`config.mk`:
```
export PLATFORM = sky130hd
export DESIGN_NAME = int_exec_unit
export DESIGN_NICKNAME = d
export VERILOG_FILES = /design/src/rtl/iex_pkg.sv /design/src/rtl/iex_decode.sv /design/src/rtl/iex_addsub.sv /design/src/rtl/iex_logic.sv /design/src/rtl/iex_muldiv.sv /design/src/rtl/int_exec_unit.sv
export SDC_FILE = /design/constraint.sdc
export NUM_CORES = 1
export LEC_CHECK = 0
export CAP_MARGIN = 25
export CORE_ASPECT_RATIO = 0.8
export CORE_MARGIN = 8
export CORE_UTILIZATION = 55
export DETAILED_ROUTE_END_ITERATION = 7
export DONT_BUFFER_PORTS = 1
export PLACE_DENSITY = 0.7
export SYNTH_ARGS = -nofsm -noshare
export SYNTH_HDL_FRONTEND = slang
export SYNTH_SLANG_ARGS = --single-unit
```
`constraint.sdc`:
```
create_clock -name clk -period 4.31 [get_ports clk]
set_input_delay 0.431 -clock clk [delete_from_list [all_inputs] [get_ports clk]]
set_output_delay 0.431 -clock clk [all_outputs]
set_load 0.005 [all_outputs]
```
`src/rtl/iex_pkg.sv`:
```
package iex_pkg;

  typedef enum logic [4:0] {
    OP_ADD   = 5'd0,
    OP_ADDU  = 5'd1,
    OP_SUB   = 5'd2,
    OP_SUBU  = 5'd3,
    OP_ADDI  = 5'd4,
    OP_ADDIU = 5'd5,
    OP_AND   = 5'd6,
    OP_OR    = 5'd7,
    OP_XOR   = 5'd8,
    OP_NOR   = 5'd9,
    OP_ANDI  = 5'd10,
    OP_ORI   = 5'd11,
    OP_XORI  = 5'd12,
    OP_LUI   = 5'd13,
    OP_MULT  = 5'd16,
    OP_MULTU = 5'd17,
    OP_DIV   = 5'd18,
    OP_DIVU  = 5'd19
  } iex_op_e;

  typedef enum logic [1:0] {
    LF_AND,
    LF_OR,
    LF_XOR,
    LF_NOR
  } logic_fn_e;

  typedef enum logic [1:0] {
    RS_ARITH,
    RS_LOGIC,
    RS_UPPER,
    RS_NONE
  } res_sel_e;

  typedef enum logic [1:0] {
    MD_IDLE,
    MD_RUN,
    MD_FIX
  } md_state_e;

  typedef struct packed {
    res_sel_e  sel;
    logic      use_imm;
    logic      sext_imm;
    logic      sub;
    logic      chk_ovf;
    logic_fn_e lfn;
    logic      md_op;
    logic      md_div;
    logic      md_signed;
  } iex_dec_t;

endpackage

```
`src/rtl/iex_decode.sv`:
```
module iex_decode
  import iex_pkg::*;
(
  input  logic [4:0] op_code,
  output iex_dec_t   dec
);

  always_comb begin
    dec = '{sel: RS_NONE, use_imm: 1'b0, sext_imm: 1'b0, sub: 1'b0,
            chk_ovf: 1'b0, lfn: LF_AND, md_op: 1'b0, md_div: 1'b0,
            md_signed: 1'b0};
    case (op_code)
      OP_ADD:   begin dec.sel = RS_ARITH; dec.chk_ovf = 1'b1; end
      OP_ADDU:  begin dec.sel = RS_ARITH; end
      OP_SUB:   begin dec.sel = RS_ARITH; dec.sub = 1'b1; dec.chk_ovf = 1'b1; end
      OP_SUBU:  begin dec.sel = RS_ARITH; dec.sub = 1'b1; end
      OP_ADDI:  begin
        dec.sel = RS_ARITH; dec.use_imm = 1'b1; dec.sext_imm = 1'b1;
        dec.chk_ovf = 1'b1;
      end
      OP_ADDIU: begin dec.sel = RS_ARITH; dec.use_imm = 1'b1; dec.sext_imm = 1'b1; end
      OP_AND:   begin dec.sel = RS_LOGIC; dec.lfn = LF_AND; end
      OP_OR:    begin dec.sel = RS_LOGIC; dec.lfn = LF_OR; end
      OP_XOR:   begin dec.sel = RS_LOGIC; dec.lfn = LF_XOR; end
      OP_NOR:   begin dec.sel = RS_LOGIC; dec.lfn = LF_NOR; end
      OP_ANDI:  begin dec.sel = RS_LOGIC; dec.lfn = LF_AND; dec.use_imm = 1'b1; end
      OP_ORI:   begin dec.sel = RS_LOGIC; dec.lfn = LF_OR;  dec.use_imm = 1'b1; end
      OP_XORI:  begin dec.sel = RS_LOGIC; dec.lfn = LF_XOR; dec.use_imm = 1'b1; end
      OP_LUI:   begin dec.sel = RS_UPPER; end
      OP_MULT:  begin dec.md_op = 1'b1; dec.md_signed = 1'b1; end
      OP_MULTU: begin dec.md_op = 1'b1; end
      OP_DIV:   begin dec.md_op = 1'b1; dec.md_div = 1'b1; dec.md_signed = 1'b1; end
      OP_DIVU:  begin dec.md_op = 1'b1; dec.md_div = 1'b1; end
      default:  begin dec.sel = RS_NONE; end
    endcase
  end

endmodule

```
`src/rtl/iex_addsub.sv`:
```
module iex_addsub #(
  parameter int unsigned W = 32
) (
  input  logic [W-1:0] opa,
  input  logic [W-1:0] opb,
  input  logic         sub,
  input  logic         chk_ovf,
  output logic [W-1:0] sum,
  output logic         ovf
);

  localparam int unsigned MSB = W - 1;

  logic [W-1:0] opb_eff;
  logic [W-1:0] cin_vec;

  always_comb begin
    opb_eff = sub ? ~opb : opb;
    cin_vec = {{(W-1){1'b0}}, sub};
    sum     = opa + opb_eff + cin_vec;
    ovf     = chk_ovf & (opa[MSB] == opb_eff[MSB]) & (sum[MSB] != opa[MSB]);
  end

endmodule

```
`src/rtl/iex_logic.sv`:
```
module iex_logic
  import iex_pkg::*;
#(
  parameter int unsigned W = 32
) (
  input  logic [W-1:0] opa,
  input  logic [W-1:0] opb,
  input  logic_fn_e    fn,
  output logic [W-1:0] res
);

  always_comb begin
    case (fn)
      LF_AND:  res = opa & opb;
      LF_OR:   res = opa | opb;
      LF_XOR:  res = opa ^ opb;
      default: res = ~(opa | opb);
    endcase
  end

endmodule

```
`src/rtl/iex_muldiv.sv`:
```
module iex_muldiv
  import iex_pkg::*;
#(
  parameter int unsigned W = 32
) (
  input  logic         clk,
  input  logic         rst_n,
  input  logic         start,
  input  logic         div_op,
  input  logic         sgn_op,
  input  logic [W-1:0] opa,
  input  logic [W-1:0] opb,
  output logic         busy,
  output logic         hilo_we,
  output logic [W-1:0] hi,
  output logic [W-1:0] lo
);

  localparam int unsigned MSB   = W - 1;
  localparam int unsigned CNT_W = (W > 1) ? $clog2(W) : 1;
  localparam logic [CNT_W-1:0] LAST = CNT_W'(W - 1);

  md_state_e        state_q, state_d;
  logic [CNT_W-1:0] cnt_q, cnt_d;
  logic [W-1:0]     acc_q, acc_d;
  logic [W-1:0]     shf_q, shf_d;
  logic [W-1:0]     opnd_q, opnd_d;
  logic             div_q, div_d;
  logic             negq_q, negq_d;
  logic             negr_q, negr_d;
  logic             dz_q, dz_d;
  logic             we_q, we_d;
  logic [W-1:0]     hi_q, hi_d;
  logic [W-1:0]     lo_q, lo_d;
  logic             hilo_en;
  logic             work_en;

  logic [W-1:0]     mag_a, mag_b;
  logic [W:0]       mul_sum;
  logic [W:0]       div_trial;
  logic             div_take;
  logic [2*W-1:0]   prod_mag, prod_fin;
  logic [W-1:0]     quo_fin, rem_fin;

  // operand magnitudes for the signed forms
  always_comb begin
    mag_a = (sgn_op && opa[MSB]) ? (~opa + 1'b1) : opa;
    mag_b = (sgn_op && opb[MSB]) ? (~opb + 1'b1) : opb;
  end

  // one iteration step and final sign fix
  always_comb begin
    mul_sum   = {1'b0, acc_q} + (shf_q[0] ? {1'b0, opnd_q} : {(W+1){1'b0}});
    div_trial = {acc_q, shf_q[MSB]};
    div_take  = (div_trial >= {1'b0, opnd_q});
    prod_mag  = {acc_q, shf_q};
    prod_fin  = negq_q ? (~prod_mag + 1'b1) : prod_mag;
    quo_fin   = dz_q ? {W{1'b1}} : (negq_q ? (~shf_q + 1'b1) : shf_q);
    rem_fin   = negr_q ? (~acc_q + 1'b1) : acc_q;
  end

  // next-state logic
  always_comb begin
    state_d = state_q;
    cnt_d   = cnt_q;
    acc_d   = acc_q;
    shf_d   = shf_q;
    opnd_d  = opnd_q;
    div_d   = div_q;
    negq_d  = negq_q;
    negr_d  = negr_q;
    dz_d    = dz_q;
    we_d    = 1'b0;
    hi_d    = hi_q;
    lo_d    = lo_q;
    hilo_en = 1'b0;
    work_en = 1'b0;
    case (state_q)
      MD_IDLE: begin
        if (start) begin
          work_en = 1'b1;
          state_d = MD_RUN;
          cnt_d   = '0;
          acc_d   = '0;
          shf_d   = mag_a;
          opnd_d  = mag_b;
          div_d   = div_op;
          negq_d  = sgn_op & (opa[MSB] ^ opb[MSB]);
          negr_d  = sgn_op & div_op & opa[MSB];
          dz_d    = div_op & (opb == '0);
        end
      end
      MD_RUN: begin
        work_en = 1'b1;
        cnt_d   = cnt_q + 1'b1;
        if (cnt_q == LAST) begin
          state_d = MD_FIX;
        end
        if (div_q) begin
          acc_d = div_take ? (div_trial[W-1:0] - opnd_q) : div_trial[W-1:0];
          shf_d = {shf_q[W-2:0], div_take};
        end else begin
          acc_d = mul_sum[W:1];
          shf_d = {mul_sum[0], shf_q[W-1:1]};
        end
      end
      MD_FIX: begin
        state_d = MD_IDLE;
        we_d    = 1'b1;
        hilo_en = 1'b1;
        if (div_q) begin
          hi_d = rem_fin;
          lo_d = quo_fin;
        end else begin
          hi_d = prod_fin[2*W-1:W];
          lo_d = prod_fin[W-1:0];
        end
      end
      default: state_d = MD_IDLE;
    endcase
  end

  // control registers
  always_ff @(posedge clk or negedge rst_n) begin
    if (!rst_n) begin
      state_q <= MD_IDLE;
      we_q    <= 1'b0;
      cnt_q   <= '0;
    end else begin
      state_q <= state_d;
      we_q    <= we_d;
      cnt_q   <= cnt_d;
    end
  end

  // datapath registers, enabled only while working
  always_ff @(posedge clk or negedge rst_n) begin
    if (!rst_n) begin
      acc_q  <= '0;
      shf_q  <= '0;
      opnd_q <= '0;
      div_q  <= 1'b0;
      negq_q <= 1'b0;
      negr_q <= 1'b0;
      dz_q   <= 1'b0;
    end else if (work_en) begin
      acc_q  <= acc_d;
      shf_q  <= shf_d;
      opnd_q <= opnd_d;
      div_q  <= div_d;
      negq_q <= negq_d;
      negr_q <= negr_d;
      dz_q   <= dz_d;
    end
  end

  // HI/LO storage
  always_ff @(posedge clk or negedge rst_n) begin
    if (!rst_n) begin
      hi_q <= '0;
      lo_q <= '0;
    end else if (hilo_en) begin
      hi_q <= hi_d;
      lo_q <= lo_d;
    end
  end

  assign busy    = (state_q != MD_IDLE);
  assign hilo_we = we_q;
  assign hi      = hi_q;
  assign lo      = lo_q;

endmodule

```
`src/rtl/int_exec_unit.sv`:
```
module int_exec_unit
  import iex_pkg::*;
#(
  parameter int unsigned DATA_W = 32,
  parameter int unsigned IMM_W  = 16
) (
  input  logic              clk,
  input  logic              rst_n,
  input  logic              op_valid,
  input  logic [4:0]        op_code,
  input  logic [DATA_W-1:0] src_a,
  input  logic [DATA_W-1:0] src_b,
  input  logic [IMM_W-1:0]  imm,
  output logic [DATA_W-1:0] result,
  output logic              ovf,
  output logic              busy,
  output logic              hilo_we,
  output logic [DATA_W-1:0] hi_out,
  output logic [DATA_W-1:0] lo_out
);

  localparam int unsigned PAD = DATA_W - IMM_W;

  iex_dec_t          dec;
  logic [DATA_W-1:0] imm_sx, imm_zx, imm_up;
  logic [DATA_W-1:0] opnd_b;
  logic [DATA_W-1:0] arith_res, logic_res;
  logic              arith_ovf;
  logic              md_start;

  iex_decode u_dec (
    .op_code (op_code),
    .dec     (dec)
  );

  always_comb begin
    imm_sx = {{PAD{imm[IMM_W-1]}}, imm};
    imm_zx = {{PAD{1'b0}}, imm};
    imm_up = {imm, {PAD{1'b0}}};
    opnd_b = dec.use_imm ? (dec.sext_imm ? imm_sx : imm_zx) : src_b;
  end

  iex_addsub #(.W(DATA_W)) u_addsub (
    .opa     (src_a),
    .opb     (opnd_b),
    .sub     (dec.sub),
    .chk_ovf (dec.chk_ovf),
    .sum     (arith_res),
    .ovf     (arith_ovf)
  );

  iex_logic #(.W(DATA_W)) u_logic (
    .opa (src_a),
    .opb (opnd_b),
    .fn  (dec.lfn),
    .res (logic_res)
  );

  always_comb begin
    case (dec.sel)
      RS_ARITH: result = arith_res;
      RS_LOGIC: result = logic_res;
      RS_UPPER: result = imm_up;
      default:  result = '0;
    endcase
    ovf = (dec.sel == RS_ARITH) & arith_ovf;
  end

  assign md_start = op_valid & dec.md_op;

  iex_muldiv #(.W(DATA_W)) u_muldiv (
    .clk     (clk),
    .rst_n   (rst_n),
    .start   (md_start),
    .div_op  (dec.md_div),
    .sgn_op  (dec.md_signed),
    .opa     (src_a),
    .opb     (src_b),
    .busy    (busy),
    .hilo_we (hilo_we),
    .hi      (hi_out),
    .lo      (lo_out)
  );

endmodule

```
# Word level (Yosys, flattened, before mapping)
# Cells that the tools add are included.
# word_totals
word_cells	133
mem_bits_ro	0
ramBits	0
mem_count	0
output_inout_bits	99
reg_bits	172
latch_bits	0
# op_classes
n_shift	0
add_sub_neg	10
bitwise_logic	19
n_mul	0
n_reduce_logical	25
n_mux	38
order_cmp	1
n_div	0
eq_ne	28
# ops
cell	count
32-bit 2-to-1 mux	16
32-bit inverter	6
32-bit case mux with 3 select lines	2
32-bit by 1-bit adder with 32-bit output, second input constant	4
32-bit case mux with 2 select lines	2
64-bit by 1-bit adder with 64-bit output, second input constant	1
64-bit 2-to-1 mux	1
64-bit inverter	1
32-bit by 33-bit adder with 33-bit output	1
33-bit by 32-bit >= comparator with 1-bit output	1
32-bit by 1-bit adder with 32-bit output	1
32-bit adder	1
32-bit AND	1
32-bit zero test	1
32-bit OR	1
32-bit subtractor	1
32-bit bitwise XOR	1
5-bit by 4-bit == test with 1-bit output, second input constant	6
5-bit == test, second input constant	5
5-bit by 3-bit == test with 1-bit output, second input constant	4
2-bit case mux with 3 select lines	2
2-bit OR reduction	6
5-bit by 2-bit == test with 1-bit output, second input constant	2
5-bit case mux with 2 select lines	1
other kinds (26)	53

# Longest topological paths before layout
# depth
depth_word	12
ltp_mapped	18
mapped_depth_nobuf	16

# Hierarchy
# From an unflattened synthesis, not the netlist that was laid out.
# unflattened
cells_unflattened	2503
hier_area_um2	19482.4
# modules_own_cells
module	cells_each	instances	area_each_um2	seq_area_each_um2
iex_muldiv	1755	1	13983.4	4304.1
iex_logic	306	1	2212.1	0.0
iex_addsub	287	1	2054.5	0.0
int_exec_unit	131	1	1084.8	0.0
iex_decode	24	1	147.6	0.0

# Least setup slack after synthesis
# Ideal clock, no wire load.
# synth_timing
path_kind	in2out
from	input op_code[1]
to	output ovf
required_ps	3879
setup_slack_ps	-78
arrival_time_ps	3957
stages	18
path_buffers	2
path_cell_list	clkbuf_1 nor2_1 a21o_1 a22o_1 nand2_1 clkbuf_1 o21ai_0 xnor2_1 ha_1 a21o_1 a21o_1 a21o_1 a221oi_1 o21ai_0 o31ai_1 a21oi_1 or3_1 a211oi_1
# synth_between
elab_chain_cells	12
word_cells_on_any_way	37
classes_between	2 x add/sub; 15 x eq/ne; 8 x mux; 4 x bitwise; 8 x reduce/logical
# synth_lines
item	line	source
start, declared	int_exec_unit.sv:10	input logic [4:0] op_code,
5-bit by 3-bit == test with 1-bit output	iex_decode.sv:12	case (op_code)
2-bit OR reduction (no source line)	n/a	
1-bit 2-to-1 mux	iex_decode.sv:12	
32-bit 2-to-1 mux (2 in a row)	int_exec_unit.sv:40	opnd_b = dec.use_imm ? (dec.sext_imm ? imm_sx : imm_zx) : src_b;
32-bit inverter	iex_addsub.sv:18	opb_eff = sub ? ~opb : opb;
32-bit 2-to-1 mux	iex_addsub.sv:18	
32-bit adder	iex_addsub.sv:20	sum = opa + opb_eff + cin_vec;
32-bit by 1-bit adder with 32-bit output	iex_addsub.sv:20	
1-bit inequality test	iex_addsub.sv:21	ovf = chk_ovf & (opa[MSB] == opb_eff[MSB]) & (sum[MSB] != opa[MSB]);
1-bit AND	iex_addsub.sv:21	
1-bit AND (*)	int_exec_unit.sv:66	ovf = (dec.sel == RS_ARITH) & arith_ovf;
end, declared	int_exec_unit.sv:15	output logic ovf,
# Mark *: on every way between the ends. The rest lies on a longest branch, timed or not.

# Final worst setup path
# layout_timing
from	input op_code[2]
to	output result[24]
# layout_between
elab_chain_cells	10
word_cells_on_any_way	44
classes_between	2 x add/sub; 17 x eq/ne; 10 x mux; 5 x bitwise; 10 x reduce/logical
# layout_lines
item	line	source
5-bit by 3-bit == test with 1-bit output	iex_decode.sv:12	
2-bit OR reduction (no source line)	n/a	
1-bit 2-to-1 mux	iex_decode.sv:12	
32-bit 2-to-1 mux (2 in a row)	int_exec_unit.sv:40	
32-bit inverter	iex_addsub.sv:18	
32-bit 2-to-1 mux	iex_addsub.sv:18	
32-bit adder	iex_addsub.sv:20	
32-bit by 1-bit adder with 32-bit output	iex_addsub.sv:20	
32-bit case mux with 3 select lines (*)	int_exec_unit.sv:60	case (dec.sel)
end, declared	int_exec_unit.sv:14	output logic [DATA_W-1:0] result,
# Marks and branches as above.

==> flow_summary.html <==
<table>
<tr><th>Metric</th><th>Value</th></tr>
<tr><th colspan="2">Run status</th></tr>
<tr><td>Status</td><td>finished with violations</td></tr>
<tr><td>Violated checks</td><td>negative hold slack, negative setup slack</td></tr>
<tr><th colspan="2">Floorplan</th></tr>
<tr><td>Total number of placement rows</td><td>59</td></tr>
<tr><td>Number of top-level design ports</td><td>between 150 and 200</td></tr>
<tr><td>Core ar.</td><td>approximately 0.033 mm^2</td></tr>
<tr><td>Die footprint</td><td>0.0395 mm^2</td></tr>
<tr><td>Effective utilization at floorplan</td><td>a little under three fifths</td></tr>
<tr><td>Vert. Die Dim</td><td>179 um</td></tr>
<tr><td>Horizontal extent of the die</td><td>220 um</td></tr>
<tr><th colspan="2">STA</th></tr>
<tr><td>Worst max-slew margin expressed relative to the limit</td><td>26.7%</td></tr>
<tr><td>Final hold slack</td><td>-343 ps</td></tr>
<tr><td>Crit share post-route</td><td>102%</td></tr>
<tr><td>Post-route setup TNS</td><td>-191 ps</td></tr>
<tr><td>Worst clock skew</td><td>between 15 and 20 ps</td></tr>
<tr><td>Unrepaired setup endpoints after global routing</td><td>true</td></tr>
<tr><td>Max-slew violation total from the final report</td><td>0</td></tr>
<tr><td>Worst-case setup margin in the final layout</td><td>-68.6 ps</td></tr>
<tr><td>Maximum frequency from static timing analysis</td><td>about 230 MHz</td></tr>
<tr><td>Final-report setup violation count</td><td>5</td></tr>
<tr><td>Final hold violation count</td><td>172</td></tr>
<tr><td>Transition at the pin with the smallest max-transition slack</td><td>1100 ps</td></tr>
<tr><td>Post-layout minimum cycle time</td><td>4380 ps</td></tr>
<tr><th colspan="2">Global route</th></tr>
<tr><td>Overall overflow remaining after global route</td><td>0</td></tr>
<tr><td>Number of antenna violations at the first check in global routing</td><td>1</td></tr>
<tr><td>Number of global-route vias before repair</td><td>17289</td></tr>
<tr><td>Wire length of the first global-routing pass</td><td>102 mm</td></tr>
<tr><td>Maximum number of pins on one net before global-route repair</td><td>173</td></tr>
<tr><td>Gr usage total</td><td>33.2%</td></tr>
<tr><th colspan="2">Worst setup path</th></tr>
<tr><td>Critical path arrival</td><td>3950 ps</td></tr>
<tr><td>Crit Path Class</td><td>primary input to primary output</td></tr>
<tr><td>Maximum fanout encountered on the critical timing path</td><td>15</td></tr>
<tr><td>Category of the worst setup path launch point</td><td>primary input</td></tr>
<tr><td>Type of element capturing the critical path</td><td>primary output</td></tr>
<tr><td>Critical Path RT</td><td>3880 ps</td></tr>
<tr><th colspan="2">Layout</th></tr>
<tr><td>N_diodes</td><td>0</td></tr>
<tr><td>Filler instances</td><td>2927</td></tr>
<tr><td>Proportion of layout cells with a drive suffix above 1</td><td>about 13%</td></tr>
<tr><td>Post-layout util</td><td>64.1%</td></tr>
<tr><td>Number of nets at the end of the flow</td><td>2758</td></tr>
<tr><td>Area growth, synth to finish</td><td>14.4%</td></tr>
<tr><th colspan="2">Logic synthesis</th></tr>
<tr><td>Proportion of netlist area held by the largest area contributor</td><td>23.5%</td></tr>
<tr><td>Most common flop cell mapped by yosys</td><td>sky130_fd_sc_hd__dfrtp_1</td></tr>
<tr><td>Yosys warns</td><td>0</td></tr>
<tr><td>Ys async rst share</td><td>100%</td></tr>
<tr><td>Synthesis-stage register bit count</td><td>172</td></tr>
<tr><td>Mapped cell area</td><td>0.0183 mm^2</td></tr>
<tr><td>Unique masters post-synth</td><td>88</td></tr>
<tr><td>Total nets after synthesis</td><td>between 2000 and 3000</td></tr>
<tr><td>Mean area per synthesized cell</td><td>7.61 um^2</td></tr>
<tr><td>Sequential fraction of the synthesis area</td><td>23.5%</td></tr>
<tr><td>Gate Count Post-Synth</td><td>2410</td></tr>
<tr><td>Most common cell in the netlist</td><td>sky130_fd_sc_hd__a21oi_1</td></tr>
<tr><td>Commonest cells post-synth</td><td>sky130_fd_sc_hd__a21oi_1 (258), sky130_fd_sc_hd__nand2_1 (253), sky130_fd_sc_hd__nor2_1 (210)</td></tr>
<tr><td>Biggest area consumer among synthesized cells</td><td>sky130_fd_sc_hd__dfrtp_1</td></tr>
<tr><td>Synth top area cells</td><td>sky130_fd_sc_hd__dfrtp_1 (23%), sky130_fd_sc_hd__ha_1 (12%), sky130_fd_sc_hd__a21oi_1 (7.0%)</td></tr>
<tr><td>Number of enable-type register cells in the synthesized netlist</td><td>0</td></tr>
<tr><th colspan="2">Routing</th></tr>
<tr><td>DR iter-0 viols</td><td>2053</td></tr>
<tr><td>Count of nets left with antenna violations after detail routing</td><td>0</td></tr>
<tr><td>DRC Markers</td><td>0</td></tr>
<tr><td>Via count normalized by instance count</td><td>6.41</td></tr>
<tr><td>Number of search-and-repair iterations in the first detailed-routing pass</td><td>5</td></tr>
<tr><td>Per-cell routed wire length</td><td>22.7 um</td></tr>
<tr><td>Routed vias</td><td>approximately 19000</td></tr>
<tr><td>Total wire length after detailed routing</td><td>between 60 and 70 mm</td></tr>
<tr><th colspan="2">Pwr</th></tr>
<tr><td>Leakage power total</td><td>~9.2 nW</td></tr>
<tr><td>Total power divided by cell area</td><td>670 mW/mm^2</td></tr>
<tr><td>IR drop worst, VDD</td><td>0.000442 V</td></tr>
<tr><td>Pwr Total</td><td>about 0.014 W</td></tr>
<tr><th colspan="2">Clocking</th></tr>
<tr><td>Clock latency of the later-clocked register in the worst-skew pair</td><td>460 ps</td></tr>
<tr><td>Count of H-tree levels built during CTS</td><td>4</td></tr>
<tr><td>CTS tree</td><td>yes</td></tr>
<tr><td>Buffer cell driving the clock tree root</td><td>sky130_fd_sc_hd__clkbuf_16</td></tr>
<tr><td>Clock buffer count from CTS</td><td>17</td></tr>
<tr><td>Worst-case clock buffer depth</td><td>2</td></tr>
<tr><td>Clock input transition at the sequential cells of the worst setup and hold paths</td><td>90 ps</td></tr>
<tr><td>Num Clock Sinks</td><td>approximately 170</td></tr>
<tr><th colspan="2">Placement</th></tr>
<tr><td>Placer Congestion</td><td>around 1.1</td></tr>
<tr><td>HPWL after DPL</td><td>52.0 mm</td></tr>
<tr><td>Port Buf Inserts</td><td>0</td></tr>
<tr><th colspan="2">Run</th></tr>
<tr><td>Max-cap violations</td><td>0</td></tr>
<tr><th colspan="2">Worst hold path</th></tr>
<tr><td>Class of the tightest hold or removal check</td><td>primary input to asynchronous set/reset pin</td></tr>
</table>
## cells by family (layout without fill, tap and decap cells)
logic type | after synthesis | after routing | share of synthesized area, %
AO/OA/AOI/OAI | 803 | 803 | 27.0
flip-flops | 172 | 172 | 23.5
AND/OR/NAND/NOR | 690 | 690 | 17.1
multiplexers | 68 | 68 | 3.75
adder cells (fa/ha/maj) | 173 | 173 | 11.9
buffers and inverters | 277 | 377 | 5.83
XOR/XNOR | 227 | 227 | 10.8
## area by class of cell
type / instances / area, um^2 / share of cell area [%]
Tap cell: 427 / 534 / 2.55
Multi-Input combinational cell: 1961 / 13400 / 63.9
Inverter: 152 / 571 / 2.72
Clock buffer: 17 / 425 / 2.03
Clock inverter: 15 / 201 / 0.961
Timing Repair Buffer: 193 / 1530 / 7.30
Sequential cell: 172 / 4310 / 20.5
## path summary, 6_finish.rpt
check                      depth (start not counted)  slack, ps                           start                              to
setup / recovery                                  19        -70                      op_code[2]                      result[24]
hold / removal                                     0       -340                           rst_n      u_muldiv.lo[3]$_DFFE_PN0P_
setup reg to reg                                  15        300   u_muldiv.shf_q[0]$_DFFE_PN0P_  u_muldiv.acc_q[31]$_DFFE_PN0P_
hold reg to reg                                    2        480  u_muldiv.opnd_q[2]$_DFFE_PN0P_  u_muldiv.opnd_q[2]$_DFFE_PN0P_
max in group asynchronous                          0       4440                           rst_n  u_muldiv.opnd_q[9]$_DFFE_PN0P_
min in group clk                                   1        100                      op_code[0]     u_muldiv.negq_q$_DFFE_PN0P_
## layout by cell type (no fill, tap or decap), types with 11 or more instances in the layout
cell type / instances
sky130_fd_sc_hd__xor2_1: 90
sky130_fd_sc_hd__nor3_1: 27
sky130_fd_sc_hd__a211oi_1: 45
sky130_fd_sc_hd__o21a_1: 13
sky130_fd_sc_hd__nor2b_1: 18
sky130_fd_sc_hd__nand2_1: 250
sky130_fd_sc_hd__a22o_1: 12
sky130_fd_sc_hd__ha_1: 166
sky130_fd_sc_hd__clkbuf_16: 17
sky130_fd_sc_hd__a21oi_1: 247
sky130_fd_sc_hd__o21ai_1: 34
sky130_fd_sc_hd__buf_4: 179
sky130_fd_sc_hd__a22oi_1: 23
sky130_fd_sc_hd__nand3_1: 48
sky130_fd_sc_hd__dfrtp_1: 171
sky130_fd_sc_hd__o31ai_1: 25
sky130_fd_sc_hd__nand4_1: 16
sky130_fd_sc_hd__xnor2_1: 131
sky130_fd_sc_hd__o211ai_1: 11
sky130_fd_sc_hd__nor4_1: 21
sky130_fd_sc_hd__nor2_1: 206
sky130_fd_sc_hd__inv_1: 148
sky130_fd_sc_hd__and3_1: 13
sky130_fd_sc_hd__a21oi_2: 11
sky130_fd_sc_hd__or3_1: 15
sky130_fd_sc_hd__nand2b_1: 19
sky130_fd_sc_hd__o22ai_1: 20
sky130_fd_sc_hd__a31oi_1: 27
sky130_fd_sc_hd__mux2i_1: 52
sky130_fd_sc_hd__a21o_1: 33
sky130_fd_sc_hd__o21ai_0: 184
## where the power goes
group          internal (W)  switching, W  total, W  leakage (nW)
sequential          0.00211      0.000720   0.00283          2.09
combinational       0.00403       0.00558   0.00961          6.76
clock              0.000801      0.000814   0.00161         0.302
total               0.00693       0.00711    0.0140          9.15
## through the flow
stage / cells / setup WS (ps) / cell area (um^2)
final: 2937 / -68.6 / 21000
after global routing: 2937 / -203 / 21000
after CTS: 2927 / -73.7 / 20700
after detailed placement: 2882 / -444 / 19700
after global placement: 2882 / -286 / 19700
after floorplan: 2410 / 3.01 / 18300
## layer usage
layer / wire [um] / up-vias / GRT usage, %
met3: 8590 / 119 / 11.0
met5: 0 / - / 0
met2: 26300 / 957 / 46.0
met1: 30100 / 8965 / 48.3
met4: 1720 / 0 / 8.58
li1: - / 8787 / -
## registers in the layout, summed over array words and instances, names as in the netlist
name and count:
u_muldiv.acc_q 32, u_muldiv.hi 32, u_muldiv.lo 32, u_muldiv.opnd_q 32, u_muldiv.shf_q 32, u_muldiv.cnt_q 5
u_muldiv.state_q 2, u_muldiv.div_q 1, u_muldiv.dz_q 1, u_muldiv.hilo_we 1, u_muldiv.negq_q 1, u_muldiv.negr_q 1
## critical path, stage by stage
cell                        delay [ps]
sky130_fd_sc_hd__nor2b_4           140
sky130_fd_sc_hd__a22oi_2            90
sky130_fd_sc_hd__nor2_2            150
sky130_fd_sc_hd__buf_4             150
sky130_fd_sc_hd__buf_12            150
sky130_fd_sc_hd__mux2i_4           260
sky130_fd_sc_hd__xnor2_1           150
sky130_fd_sc_hd__ha_1              290
sky130_fd_sc_hd__buf_4             160
sky130_fd_sc_hd__a21o_1            150
sky130_fd_sc_hd__a211o_1           270
sky130_fd_sc_hd__a21oi_2           170
sky130_fd_sc_hd__a31oi_2           140
sky130_fd_sc_hd__o2111ai_2         310
sky130_fd_sc_hd__buf_4             160
sky130_fd_sc_hd__nand2_2            70
sky130_fd_sc_hd__a31o_2            230
sky130_fd_sc_hd__a2111o_1          350
sky130_fd_sc_hd__o211ai_1          130
## what timing repair did
| action | 4_1_cts | 5_1_grt |
|---|---|---|
| resized for setup | 64 | 49 |
| endpoints found under the hold margin | 172 | 172 |
| setup endpoints to repair | 14 | 16 |
| pin swaps | 17 | 39 |
| setup buffers | 12 | 12 |
| cloned | 1 | 0 |
Note: power is estimated with default switching activity, not from simulation.
